$ cat config.mk
export PLATFORM = sky130hd
export DESIGN_NAME = macStatusUnit
export DESIGN_NICKNAME = d
export VERILOG_FILES = /design/src/rtl/macStatPkg.sv /design/src/rtl/macCtrl.sv /design/src/rtl/macDatapath.sv /design/src/rtl/macStatusUnit.sv
export SDC_FILE = /design/constraint.sdc
export NUM_CORES = 1
export LEC_CHECK = 0
export BUFFER_PORTS_ARGS = -buffer_cell sky130_fd_sc_hd__buf_2
export CAP_MARGIN = 20
export CELL_PAD_IN_SITES_DETAIL_PLACEMENT = 1
export CELL_PAD_IN_SITES_GLOBAL_PLACEMENT = 1
export CORE_MARGIN = 4
export CORE_UTILIZATION = 52
export DETAILED_ROUTE_END_ITERATION = 12
export GPL_ROUTABILITY_DRIVEN = 1
export PLACE_DENSITY = 0.82
export SYNTH_ARGS = -nofsm -noshare
export SYNTH_HDL_FRONTEND = slang
export SYNTH_SLANG_ARGS = --single-unit
$ cat constraint.sdc
create_clock -name clk -period 7 [get_ports clk]
set_input_delay 1.75 -clock clk [delete_from_list [all_inputs] [get_ports clk]]
set_output_delay 1.75 -clock clk [all_outputs]
set_load 0.02 [all_outputs]
$ cat src/rtl/macStatPkg.sv
package macStatPkg;

  localparam int OP_W   = 16;
  localparam int ACC_W  = 32;
  localparam int OVR_W  = 8;
  localparam int BYTE_W = 8;

  localparam int OP_BYTES  = OP_W / BYTE_W;
  localparam int ACC_BYTES = ACC_W / BYTE_W;
  localparam int SUM_W     = ACC_W + OVR_W;
  localparam int PROD_W    = 2 * OP_W;
  localparam int EXT_W     = SUM_W - PROD_W;

  localparam int A_BASE    = 0;
  localparam int B_BASE    = A_BASE + OP_BYTES;
  localparam int ACC_BASE  = B_BASE + OP_BYTES;
  localparam int OVR_ADDR  = ACC_BASE + ACC_BYTES;
  localparam int STAT_ADDR = OVR_ADDR + 1;
  localparam int NREG      = STAT_ADDR + 1;
  localparam int ADDR_W    = $clog2(NREG);

  localparam int FLAG_W    = 4;
  localparam int FLG_NEG   = 0;
  localparam int FLG_SOFT  = 1;
  localparam int FLG_ZERO  = 2;
  localparam int FLG_HARD  = 3;
  localparam logic [FLAG_W-1:0] STAT_RESET = 4'b0100;

  localparam logic [OVR_W-1:0] OVR_MAXPOS = {1'b0, {(OVR_W-1){1'b1}}};
  localparam logic [OVR_W-1:0] OVR_MINNEG = {1'b1, {(OVR_W-1){1'b0}}};

  typedef struct packed {
    logic [NREG-1:0] wrSel;
    logic            mulLoad;
    logic            accCommit;
    logic            accClear;
  } macStrobes_t;

endpackage

$ cat src/rtl/macCtrl.sv
module macCtrl
  import macStatPkg::*;
(
  input  logic              clk,
  input  logic              rstN,
  input  logic [ADDR_W-1:0] regAddr,
  input  logic              regWrEn,
  input  logic              opStart,
  input  logic              accClear,
  output macStrobes_t       strobes
);

  logic s1Valid;

  always_comb begin
    strobes = '0;
    for (int i = 0; i < NREG; i++) begin
      strobes.wrSel[i] = regWrEn && (regAddr == ADDR_W'(i));
    end
    strobes.mulLoad   = opStart && !accClear;
    strobes.accCommit = s1Valid && !accClear;
    strobes.accClear  = accClear;
  end

  always_ff @(posedge clk or negedge rstN) begin
    if (!rstN) s1Valid <= 1'b0;
    else       s1Valid <= strobes.mulLoad;
  end

  AST_STAGE_FOLLOWS: assert property (@(posedge clk) disable iff (!rstN)
    strobes.mulLoad |=> (strobes.accCommit || accClear));

  AST_CLEAR_CANCELS: assert property (@(posedge clk) disable iff (!rstN)
    (opStart && accClear) |=> !strobes.accCommit);

endmodule

$ cat src/rtl/macDatapath.sv
module macDatapath
  import macStatPkg::*;
(
  input  logic              clk,
  input  logic              rstN,
  input  macStrobes_t       strobes,
  input  logic [ADDR_W-1:0] regAddr,
  input  logic [BYTE_W-1:0] wrData,
  output logic [BYTE_W-1:0] rdData
);

  logic [OP_W-1:0]   opA;
  logic [OP_W-1:0]   opB;
  logic [PROD_W-1:0] prodQ;
  logic [PROD_W-1:0] prodNext;
  logic [SUM_W-1:0]  sumQ;
  logic [SUM_W-1:0]  sumNext;
  logic [FLAG_W-1:0] flags;
  logic [FLAG_W-1:0] flagsNext;
  logic [OVR_W-1:0]  ovrOld;
  logic [OVR_W-1:0]  ovrNew;
  logic [OVR_W:0]    rangeBits;
  logic              crossing;

  // Operand registers, byte-writable.
  always_ff @(posedge clk or negedge rstN) begin
    if (!rstN) begin
      opA <= '0;
      opB <= '0;
    end else begin
      for (int i = 0; i < OP_BYTES; i++) begin
        if (strobes.wrSel[A_BASE+i]) opA[i*BYTE_W +: BYTE_W] <= wrData;
        if (strobes.wrSel[B_BASE+i]) opB[i*BYTE_W +: BYTE_W] <= wrData;
      end
    end
  end

  // Stage one: signed product.
  assign prodNext = $signed(opA) * $signed(opB);

  always_ff @(posedge clk or negedge rstN) begin
    if (!rstN)                prodQ <= '0;
    else if (strobes.mulLoad) prodQ <= prodNext;
  end

  // Stage two: accumulate and derive flags.
  always_comb begin
    sumNext   = sumQ + {{EXT_W{prodQ[PROD_W-1]}}, prodQ};
    ovrOld    = sumQ[SUM_W-1 -: OVR_W];
    ovrNew    = sumNext[SUM_W-1 -: OVR_W];
    rangeBits = sumNext[SUM_W-1:ACC_W-1];
    crossing  = ((ovrOld == OVR_MAXPOS) && (ovrNew == OVR_MINNEG)) ||
                ((ovrOld == OVR_MINNEG) && (ovrNew == OVR_MAXPOS));
    flagsNext           = '0;
    flagsNext[FLG_HARD] = flags[FLG_HARD] || crossing;
    flagsNext[FLG_ZERO] = (sumNext == '0);
    flagsNext[FLG_SOFT] = !((&rangeBits) || (~|rangeBits));
    flagsNext[FLG_NEG]  = sumNext[SUM_W-1];
  end

  always_ff @(posedge clk or negedge rstN) begin
    if (!rstN) begin
      sumQ <= '0;
    end else if (strobes.accClear) begin
      sumQ <= '0;
    end else if (strobes.accCommit) begin
      sumQ <= sumNext;
    end else begin
      for (int i = 0; i < ACC_BYTES; i++) begin
        if (strobes.wrSel[ACC_BASE+i]) sumQ[i*BYTE_W +: BYTE_W] <= wrData;
      end
      if (strobes.wrSel[OVR_ADDR]) sumQ[SUM_W-1 -: OVR_W] <= wrData;
    end
  end

  // Hardware update outranks a software status write on the same edge.
  always_ff @(posedge clk or negedge rstN) begin
    if (!rstN)                          flags <= STAT_RESET;
    else if (strobes.accClear)          flags <= STAT_RESET;
    else if (strobes.accCommit)         flags <= flagsNext;
    else if (strobes.wrSel[STAT_ADDR])  flags <= wrData[FLAG_W-1:0];
  end

  always_comb begin
    rdData = '0;
    for (int i = 0; i < OP_BYTES; i++) begin
      if (regAddr == ADDR_W'(A_BASE + i)) rdData = opA[i*BYTE_W +: BYTE_W];
      if (regAddr == ADDR_W'(B_BASE + i)) rdData = opB[i*BYTE_W +: BYTE_W];
    end
    for (int i = 0; i < ACC_BYTES; i++) begin
      if (regAddr == ADDR_W'(ACC_BASE + i)) rdData = sumQ[i*BYTE_W +: BYTE_W];
    end
    if (regAddr == ADDR_W'(OVR_ADDR))  rdData = sumQ[SUM_W-1 -: OVR_W];
    if (regAddr == ADDR_W'(STAT_ADDR)) rdData = {{(BYTE_W-FLAG_W){1'b0}}, flags};
  end

  AST_CLEAR_RESULT: assert property (@(posedge clk) disable iff (!rstN)
    strobes.accClear |=> (sumQ == '0 && flags == STAT_RESET));

  AST_ZERO_TRACKS: assert property (@(posedge clk) disable iff (!rstN)
    strobes.accCommit |=> (flags[FLG_ZERO] == (sumQ == '0)));

  AST_NEG_TRACKS: assert property (@(posedge clk) disable iff (!rstN)
    strobes.accCommit |=> (flags[FLG_NEG] == sumQ[SUM_W-1]));

  AST_SOFT_TRACKS: assert property (@(posedge clk) disable iff (!rstN)
    strobes.accCommit |=> (flags[FLG_SOFT] ==
      !((&sumQ[SUM_W-1:ACC_W-1]) || (~|sumQ[SUM_W-1:ACC_W-1]))));

  AST_HARD_STICKY: assert property (@(posedge clk) disable iff (!rstN)
    (flags[FLG_HARD] && !strobes.accClear &&
     !(strobes.wrSel[STAT_ADDR] && !strobes.accCommit)) |=> flags[FLG_HARD]);

  AST_STAT_UPPER: assert property (@(posedge clk) disable iff (!rstN)
    (regAddr == ADDR_W'(STAT_ADDR)) |-> (rdData[BYTE_W-1:FLAG_W] == '0));

endmodule

$ cat src/rtl/macStatusUnit.sv
module macStatusUnit
  import macStatPkg::*;
(
  input  logic              clk,
  input  logic              rstN,
  input  logic [ADDR_W-1:0] regAddr,
  input  logic              regWrEn,
  input  logic [BYTE_W-1:0] regWrData,
  output logic [BYTE_W-1:0] regRdData,
  input  logic              opStart,
  input  logic              accClear
);

  macStrobes_t strobes;

  macCtrl uCtrl (
    .clk      (clk),
    .rstN     (rstN),
    .regAddr  (regAddr),
    .regWrEn  (regWrEn),
    .opStart  (opStart),
    .accClear (accClear),
    .strobes  (strobes)
  );

  macDatapath uDatapath (
    .clk     (clk),
    .rstN    (rstN),
    .strobes (strobes),
    .regAddr (regAddr),
    .wrData  (regWrData),
    .rdData  (regRdData)
  );

endmodule

==> results of run 1 <==
-- area by class of cell --
| class | count | area [um2] | share of cell area |
|---|---|---|---|
| inverter | 295 | 1110 | 0.0605 |
| clock inverter | 7 | 85.1 | 0.00465 |
| clock buffer | 9 | 225 | 0.0123 |
| timing repair buffer | 59 | 385 | 0.0211 |
| sequential | 109 | 2740 | 0.150 |
| tap | 442 | 553 | 0.0302 |
| multi-input combinational | 1423 | 13200 | 0.721 |
-- state kept, by name (all words and copies together), names as in the netlist --
name             flops
uDatapath.prodQ     32
uDatapath.sumQ      40
uDatapath.flags      4
uDatapath.opA       16
uDatapath.opB       16
uCtrl.s1Valid        1
-- routing by layer --
metal  vias up  global-route usage
met1      7315               0.418
met3       150              0.0423
met4         2               0.113
met2       516               0.541
li1       6225                   -
met5         -                   0
-- kinds of logic (layout without fill, tap and decap cells) --
kind of cell / after synthesis / in the layout / synth area share
fa+ha+maj: 384 / 384 / 0.390
compound gates: 362 / 362 / 0.139
flops: 109 / 109 / 0.157
buf+inv: 378 / 370 / 0.0841
xor+xnor: 69 / 69 / 0.0352
simple gates: 558 / 558 / 0.158
mux: 50 / 50 / 0.0356
-- through the flow --
stage               hold WS, ns  area [um2]
CTS                       0.492       18300
finish                    0.487       18300
global route              0.514       18300
global placement          0.474       18000
detailed placement        0.474       18000
floorplan                 0.443       17400
-- critical path, stage by stage, from the launching register on --
cell and delay [ns]:
dfrtp_1 0.74, buf_4 0.26, nand2_1 0.09, fa_1 0.56, inv_1 0.06, fa_1 0.39, inv_1 0.09, fa_1 0.40
inv_1 0.10, fa_1 0.41, fa_1 0.50, inv_1 0.06, fa_1 0.51, inv_1 0.06, ha_1 0.34, nand2_1 0.11
nor2_1 0.10, nand2_1 0.07, a211o_1 0.26, a31oi_1 0.59, a21oi_2 0.16, nor2_1 0.26, o41ai_2 0.10, xor2_1 0.16
o21ai_0 0.17
-- repair_timing --
action                     CTS  global route
gates resized for setup      0            14
setup endpoints to repair    0             3
buffers inserted             0             0
-- layout by cell type, fill, tap and decap left out, types with 6 or more instances in the layout --
| cell type | synthesis | layout |
|---|---|---|
| a211oi_1 | 22 | 22 |
| nand2_1 | 242 | 242 |
| mux2_2 | 34 | 34 |
| a21oi_1 | 102 | 101 |
| o211ai_1 | 10 | 10 |
| and2_1 | 128 | 128 |
| nor2_1 | 59 | 59 |
| o21bai_1 | 11 | 11 |
| dfrtp_1 | 108 | 96 |
| ha_1 | 121 | 121 |
| a31oi_1 | 11 | 11 |
| xor2_1 | 29 | 29 |
| nand2b_1 | 10 | 9 |
| a22oi_1 | 7 | 7 |
| mux4_2 | 6 | 6 |
| inv_1 | 293 | 293 |
| fa_1 | 263 | 263 |
| o21ai_0 | 81 | 81 |
| xnor2_1 | 39 | 39 |
| nor4_1 | 6 | 6 |
| a21o_1 | 33 | 33 |
| buf_4 | 0 | 36 |
| a211o_1 | 7 | 7 |
| nand4_1 | 13 | 13 |
| buf_2 | 8 | 23 |
| dfrtp_2 | 0 | 12 |
| o21a_1 | 11 | 11 |
| o31ai_1 | 7 | 7 |
| nor3_1 | 14 | 14 |
| mux2i_1 | 10 | 10 |
| nand3_1 | 23 | 23 |
| and3_1 | 11 | 11 |
| clkbuf_16 | 0 | 9 |
| nor2b_1 | 15 | 15 |
-- worst max-delay path by stage --
stage               depth (start not counted)             endpoint               from
finish                                     24  uDatapath.prodQ[28]   uDatapath.opB[7]
floorplan                                  20  uDatapath.prodQ[28]  uDatapath.opA[10]
global route                               23  uDatapath.prodQ[26]   uDatapath.opB[7]
detailed placement                         20  uDatapath.prodQ[28]   uDatapath.opB[3]
global placement                           20  uDatapath.prodQ[28]   uDatapath.opB[3]
CTS                                        20  uDatapath.prodQ[28]   uDatapath.opB[3]
==> out/results.ini, run 1 <==
[sta]
worst_pin_slew_ns = 0.952
setup_ws_ns = 0.365
slew_viol_final = 0
rsz0062_at_grt = false
post-route-period-util = 0.948
max_slew_margin = 0.364
finalSetupViolations = 0
clock_skew_ns = 0.0176
fin_tns_setup_ns = 0
fin_crit_ns = 6.64
max_clock_freq_mhz = 151
hold_violations = 0

[placement]
port_buffers = 24
preCtsSetupSlack_ns = 0.112
post-dp-hpwl_mm = 44.8
dp_cells = 2327
gp_congestion = 0.944

[detailed_routing]
drt-met1-wl_mm = 22.6
initialDrtViolationCount = 1074
top_layer_used = met5
dr_wl_met2_mm = 27.2
routedWlPerCell_um = 23.7
postRouteAntennaNets = 0
dr.pass1.iters = 5
via_per_inst = 6.06
vias = 14200
drc = 0
met3WireLength_mm = 3.50
routed_wirelength_mm = 55.6

[floorplanning]
ioPinCount = 25
fp.dieW_um = 191
die_height_um = 191
start_util = 0.530
die_area_mm2 = 0.0364
core_mm2 = 0.0328
fp-row-count = 66

[layout]
num-fill-cells = 3836
drive_gt1_frac = 0.0846
diodes = 0
layout.cells.non_filler = 2344
final_core_util = 0.558
syn2layout_area_growth_pct = 5.32
nets = 2298

[grt]
globalRouteTotalUtil = 0.317
grt_pass1_wl_mm = 89.6
grt_pass1_vias = 16000
globalRouteOverflowTotal = 0
grt_max_degree = 64
antenna_found_initial = 1

[cts]
cts_tree = built
clock_latency_ns = 0.37
path_clk_slew_ns = 0.08
cts-root-buf = clkbuf_16
clockBufferDepth = 2
ctsHoldBuffers = 0
clock_sinks = 109
htreeDepth = 3
cts_made_buffers = 9

[setup_path]
r2r_slack_ns = 0.36
reg2reg_depth = 24
end_kind = flip-flop
timing.rr.end = uDatapath.prodQ[28]
crit_type = flip-flop to flip-flop
cp-start-kind = flip-flop
crit_fanout = 12
worstReg2RegStart = uDatapath.opB[7]
cp_data_arrival_time_ns = 6.92
crit_required_ns = 7.28

[hold_path]
hp-class = flip-flop to flip-flop
holdPathEnd = uDatapath.prodQ[27]
min-delay-start = uDatapath.prodQ[27]
hold_depth = 2

[synth]
synth_cell_types = 86
ys_seq_area_frac = 0.157
netlist.area_leader.share = 0.303
yosysWarnings = 0
syn-num-nets = 2311
synth_top_cell_by_area = fa_1
synth-edff-count = 0
synth_area_leaders = fa_1 30%, dfrtp_1 16%, ha_1 8.7%, inv_1 6.3%, nand2_1 5.2%
syn_area_mm2 = 0.0174
synthFlopType = dfrtp_1
syn_inst = 1910
synth_common_cells = 293 x inv_1, 263 x fa_1, 242 x nand2_1
syn_avg_cell_area_um2 = 9.10
ys_ff_latch = 109
post-synth-top-count-cell = inv_1
async_flop_share = 1.00

[run]
max_cap_viol_count = 0

[status]
status = finished clean

Power of run 1 is not shown: default switching activity piles up to over one toggle a cycle in this logic, so the estimate is an artifact.
==> run 2: changes to the inputs <==
CORE_UTILIZATION = 35   (was 52)
PLACE_DENSITY = 0.59   (was 0.82)
==> run 2 against run 1 <==
Effect of this change: global-route usage fell by 9.9 points; critical endpoint is now uDatapath.prodQ[31]; hold slack improved by 0.0052 ns; highest routed layer unchanged; flip-flop and latch count did not move.
==> out/results.ini, run 2 (synthesized netlist as in run 1, its figures left out) <==
[layout]
largest_reg_flops = 40
drive_gt1_frac = 0.0830
layout.cells.non_filler = 2569
mostFrequentLayoutCells = 293 x inv_1, 263 x fa_1, 242 x nand2_1, 128 x and2_1, 121 x ha_1
top_regs = uDatapath.sumQ: 40 flops, uDatapath.prodQ: 32 flops
final_core_util = 0.379
syn2layout_area_growth_pct = 6.89
nets = 2300
regMostFlops = uDatapath.sumQ
layout_commonest_cell = inv_1

[cts]
cts_made_buffers = 9
clock_sinks = 109
path_clk_slew_ns = 0.09
clock_latency_ns = 0.38
cts-root-buf = clkbuf_16
clockBufferDepth = 2
cts_tree = built
htreeDepth = 3

[placement]
gp_congestion = 0.867
post-dp-hpwl_mm = 46.4
port_buffers = 24
dp_cells = 2551

[grt]
grt_pass1_wl_mm = 90.3
antenna_found_initial = 2
grt_pass1_vias = 15300
globalRouteOverflowTotal = 0
globalRouteTotalUtil = 0.218
grt_max_degree = 67

[run]
max_cap_viol_count = 0

[detailed_routing]
initialDrtViolationCount = 804
vias = 13700
routedWlPerCell_um = 22.3
postRouteAntennaNets = 0
routed_wirelength_mm = 57.2
drc = 0
dr.pass1.iters = 5
via_per_inst = 5.34

[sta]
clock_skew_ns = 0.0154
rsz0062_at_grt = false
hold_violations = 0
fin_crit_ns = 6.59
worst_pin_slew_ns = 0.973
post-route-period-util = 0.942
max_slew_margin = 0.352
finalSetupViolations = 0
max_clock_freq_mhz = 152
fin_tns_setup_ns = 0
slew_viol_final = 0

[floorplanning]
die_area_mm2 = 0.0533
fp-row-count = 81
ioPinCount = 25
fp.dieW_um = 231
core_mm2 = 0.0491
die_height_um = 231
start_util = 0.354

[setup_path]
end_kind = flip-flop
cp-start-kind = flip-flop
r2r_slack_ns = 0.41
crit_required_ns = 7.27
crit_type = flip-flop to flip-flop
cp_data_arrival_time_ns = 6.86
crit_fanout = 18

[status]
status = finished clean

[hold_path]
hp-class = flip-flop to flip-flop

[run 2: routing by layer]
metal,wire length (um),track usage
met4,1560,0.0603
met3,1880,0.0231
met5,13,0
met2,27700,0.371
met1,26000,0.297
[run 2: worst max-delay path: stages (launching register included)]
cell and delay [ns]:
dfrtp_1 0.64, and2_1 0.31, fa_1 0.52, inv_1 0.07
fa_1 0.53, fa_1 0.53, inv_1 0.06, fa_1 0.49
fa_1 0.51, inv_1 0.06, fa_1 0.48, inv_1 0.05
ha_1 0.32, a21o_1 0.19, a21o_1 0.17, a21o_1 0.19
a32oi_2 0.30, o211ai_1 0.14, a31oi_1 0.29, o21ai_0 0.19
a21oi_1 0.22, nand4b_1 0.14, nand3_1 0.09
[run 2: cell type report]
type                       count  area, um2
clock inverter                 5       51.3
fill                        5806      30500
inverter                     295       1110
antenna                        1       2.50
tap                          664        831
timing repair buffer          61        400
sequential                   109       2740
multi-input combinational   1423      13200
clock buffer                  11        243
[run 2: stage by stage]
step	cell area, um2	hold slack (ns)	setup slack, ns
floorplan	17400	0.443	0.890
global placement	18200	0.475	0.364
detailed placement	18200	0.479	0.248
CTS	18500	0.499	0.203
global route	18600	0.528	0.0114
finish	18600	0.493	0.408
[run 2: path summary, 6_finish.rpt]
path	end	start	cells after the start
max in group asynchronous	uCtrl.s1Valid	rstN	2
min in group asynchronous	uDatapath.opA[2]	rstN	1
min	uDatapath.prodQ[27]	uDatapath.prodQ[27]	2
min reg2reg	uDatapath.prodQ[27]	uDatapath.prodQ[27]	2
max reg2reg	uDatapath.prodQ[31]	uDatapath.opB[3]	22
max	uDatapath.prodQ[31]	uDatapath.opB[3]	22
[run 2: timing repair]
action                                  4_1_cts  5_1_grt
hold buffers                                  0        0
buffers inserted                              0        0
resized for setup                             0        9
endpoints found under the setup margin        0        4
Power of run 2 is left out for the same reason.
==> run 3: changes to the inputs <==
PLACE_DENSITY = 0.61   (was 0.59)
clock period = 6 ns   (was 7 ns; I/O delays follow)
==> run 3 against run 2 <==
Effect of this change: global-route usage about the same; wire length up 0.20%; die area unchanged; via count up 3.4%; highest routed layer is now met4; register-to-register slack worse by 0.55 ns; flip-flop and latch count unchanged; sequential share of layout area down 1.0 points; first-iteration DRC count down 2.5%; non-clock buffer count up 132; largest cell class unchanged; the run now ends with setup timing left; final cell count up 5.1%.
==> out/results.ini, run 3 (synthesized netlist as in run 1, its figures left out) <==
[floorplanning]
core_mm2 = 0.0491
die_height_um = 231
fp-row-count = 81
die_area_mm2 = 0.0533
start_util = 0.354
ioPinCount = 25
fp.dieW_um = 231

[detailed_routing]
postRouteAntennaNets = 0
drc = 0
via_per_inst = 5.25
initialDrtViolationCount = 784
routed_wirelength_mm = 57.3
dr.pass1.iters = 5
routedWlPerCell_um = 21.2
vias = 14200

[cts]
cts_made_buffers = 9
cts_tree = built
clock_latency_ns = 0.38
clockBufferDepth = 2
clock_sinks = 109
htreeDepth = 3
path_clk_slew_ns = 0.09
cts-root-buf = clkbuf_16

[sta]
setup_ws_ns = -0.147
rsz0062_at_grt = true
slew_viol_final = 0
post-route-period-util = 1.02
max_slew_margin = 0.431
worst_pin_slew_ns = 0.852
hold_violations = 0
clock_skew_ns = 0.0167
max_clock_freq_mhz = 163
fin_crit_ns = 6.15
hold_ws_ns = 0.495
finalSetupViolations = 7

[setup_path]
r2r_slack_ns = -0.15
crit_fanout = 8
cp-start-kind = flip-flop
timing.rr.end = uDatapath.prodQ[31]
cp_data_arrival_time_ns = 6.41
crit_end = uDatapath.prodQ[31]
reg2reg_depth = 22
worstReg2RegStart = uDatapath.opB[6]
crit_start = uDatapath.opB[6]
crit_type = flip-flop to flip-flop
crit_required_ns = 6.27
end_kind = flip-flop

[grt]
globalRouteOverflowTotal = 0
grt_max_degree = 78
grt_pass1_wl_mm = 91.0
antenna_found_initial = 0
grt_pass1_vias = 15800
globalRouteTotalUtil = 0.218

[placement]
post-dp-hpwl_mm = 47.4
port_buffers = 24
gp_congestion = 0.880

[status]
status = finished, violations left
violations = setup timing

[layout]
layout_commonest_cell = inv_1
diodes = 0
drive_gt1_frac = 0.174
nets = 2432
largest_reg_flops = 40
mostFrequentLayoutCells = 284 x inv_1, 253 x fa_1, 238 x nand2_1, 156 x buf_4, 123 x and2_1
num-fill-cells = 5767
top_regs = uDatapath.sumQ: 40 flops, uDatapath.prodQ: 32 flops
syn2layout_area_growth_pct = 15.1
regMostFlops = uDatapath.sumQ

[run]
max_cap_viol_count = 0

[hold_path]
hp-class = flip-flop to flip-flop

run 3: cell types whose count changed in the layout (fill, tap and decap cells not counted), moves of 10 or more:
cell and change:
buf_4 +118, fa_1 -10, buf_6 +11, fa_2 +10
run 3: worst min-delay path by stage:
stage / end / depth (start not counted) / slack [ns] / start
finish: uDatapath.prodQ[19] / 2 / 0.49 / uDatapath.prodQ[19]
global route: uDatapath.prodQ[19] / 2 / 0.53 / uDatapath.prodQ[19]
CTS: uDatapath.prodQ[22] / 2 / 0.50 / uDatapath.prodQ[22]
detailed placement: uDatapath.prodQ[27] / 2 / 0.48 / uDatapath.prodQ[27]
global placement: uDatapath.prodQ[0] / 2 / 0.47 / uDatapath.prodQ[0]
floorplan: uDatapath.prodQ[0] / 2 / 0.44 / uDatapath.prodQ[0]
run 3: timing repair:
| action | CTS | global route |
|---|---|---|
| gates resized for setup | 63 | 41 |
| buffers inserted | 12 | 9 |
| hold buffers | 0 | 0 |
| endpoints found under the setup margin | 12 | 13 |
| pin swaps | 9 | 25 |
run 3: layout make-up:
cell class              count  area, um2  area share
clock buffers              10        239      0.0120
well taps                 664        831      0.0416
flip-flops and latches    109       2750       0.137
repair buffers            193       1480      0.0739
multi-input cells        1423      13500       0.675
clock inverters             6       91.3     0.00457
inverters                 295       1110      0.0554
run 3: layer usage:
layer	global-route usage	wire, um	share of wire	up-vias
met5	0	0	0	-
met4	0.0618	1560	0.027	0
met3	0.0168	1860	0.032	70
met2	0.387	29000	0.51	259
met1	0.286	24900	0.43	7366
li1	-	-	-	6492
run 3: stage by stage:
step | instances | TNS [ns] | util | setup WS [ns] | cell area (um2)
after floorplan | 1910 | 0 | - | 0.0171 | 17400
after global placement | 2663 | -1.27 | 0.390 | -0.233 | 19100
after detailed placement | 2663 | -2.72 | 0.390 | -0.399 | 19100
after CTS | 2691 | -0.325 | 0.403 | -0.0858 | 19800
after global routing | 2700 | -2.51 | 0.407 | -0.381 | 20000
final | 2700 | -0.481 | 0.407 | -0.147 | 20000
run 3: worst max-delay path, cell delays in order, from the launching register on:
cell and delay [ns]:
dfrtp_2 0.53, and2_1 0.22, fa_1 0.49, inv_1 0.06
fa_1 0.46, fa_1 0.51, inv_1 0.06, ha_4 0.22
fa_1 0.50, fa_1 0.55, ha_1 0.34, a211o_1 0.34
a211oi_2 0.18, buf_4 0.15, o211ai_1 0.18, a32oi_1 0.24
buf_4 0.16, o211ai_1 0.12, a31oi_2 0.24, o21ai_2 0.11
a21oi_2 0.16, nand4b_1 0.13, nand3_1 0.09
Power of run 3 is left out for the same reason.
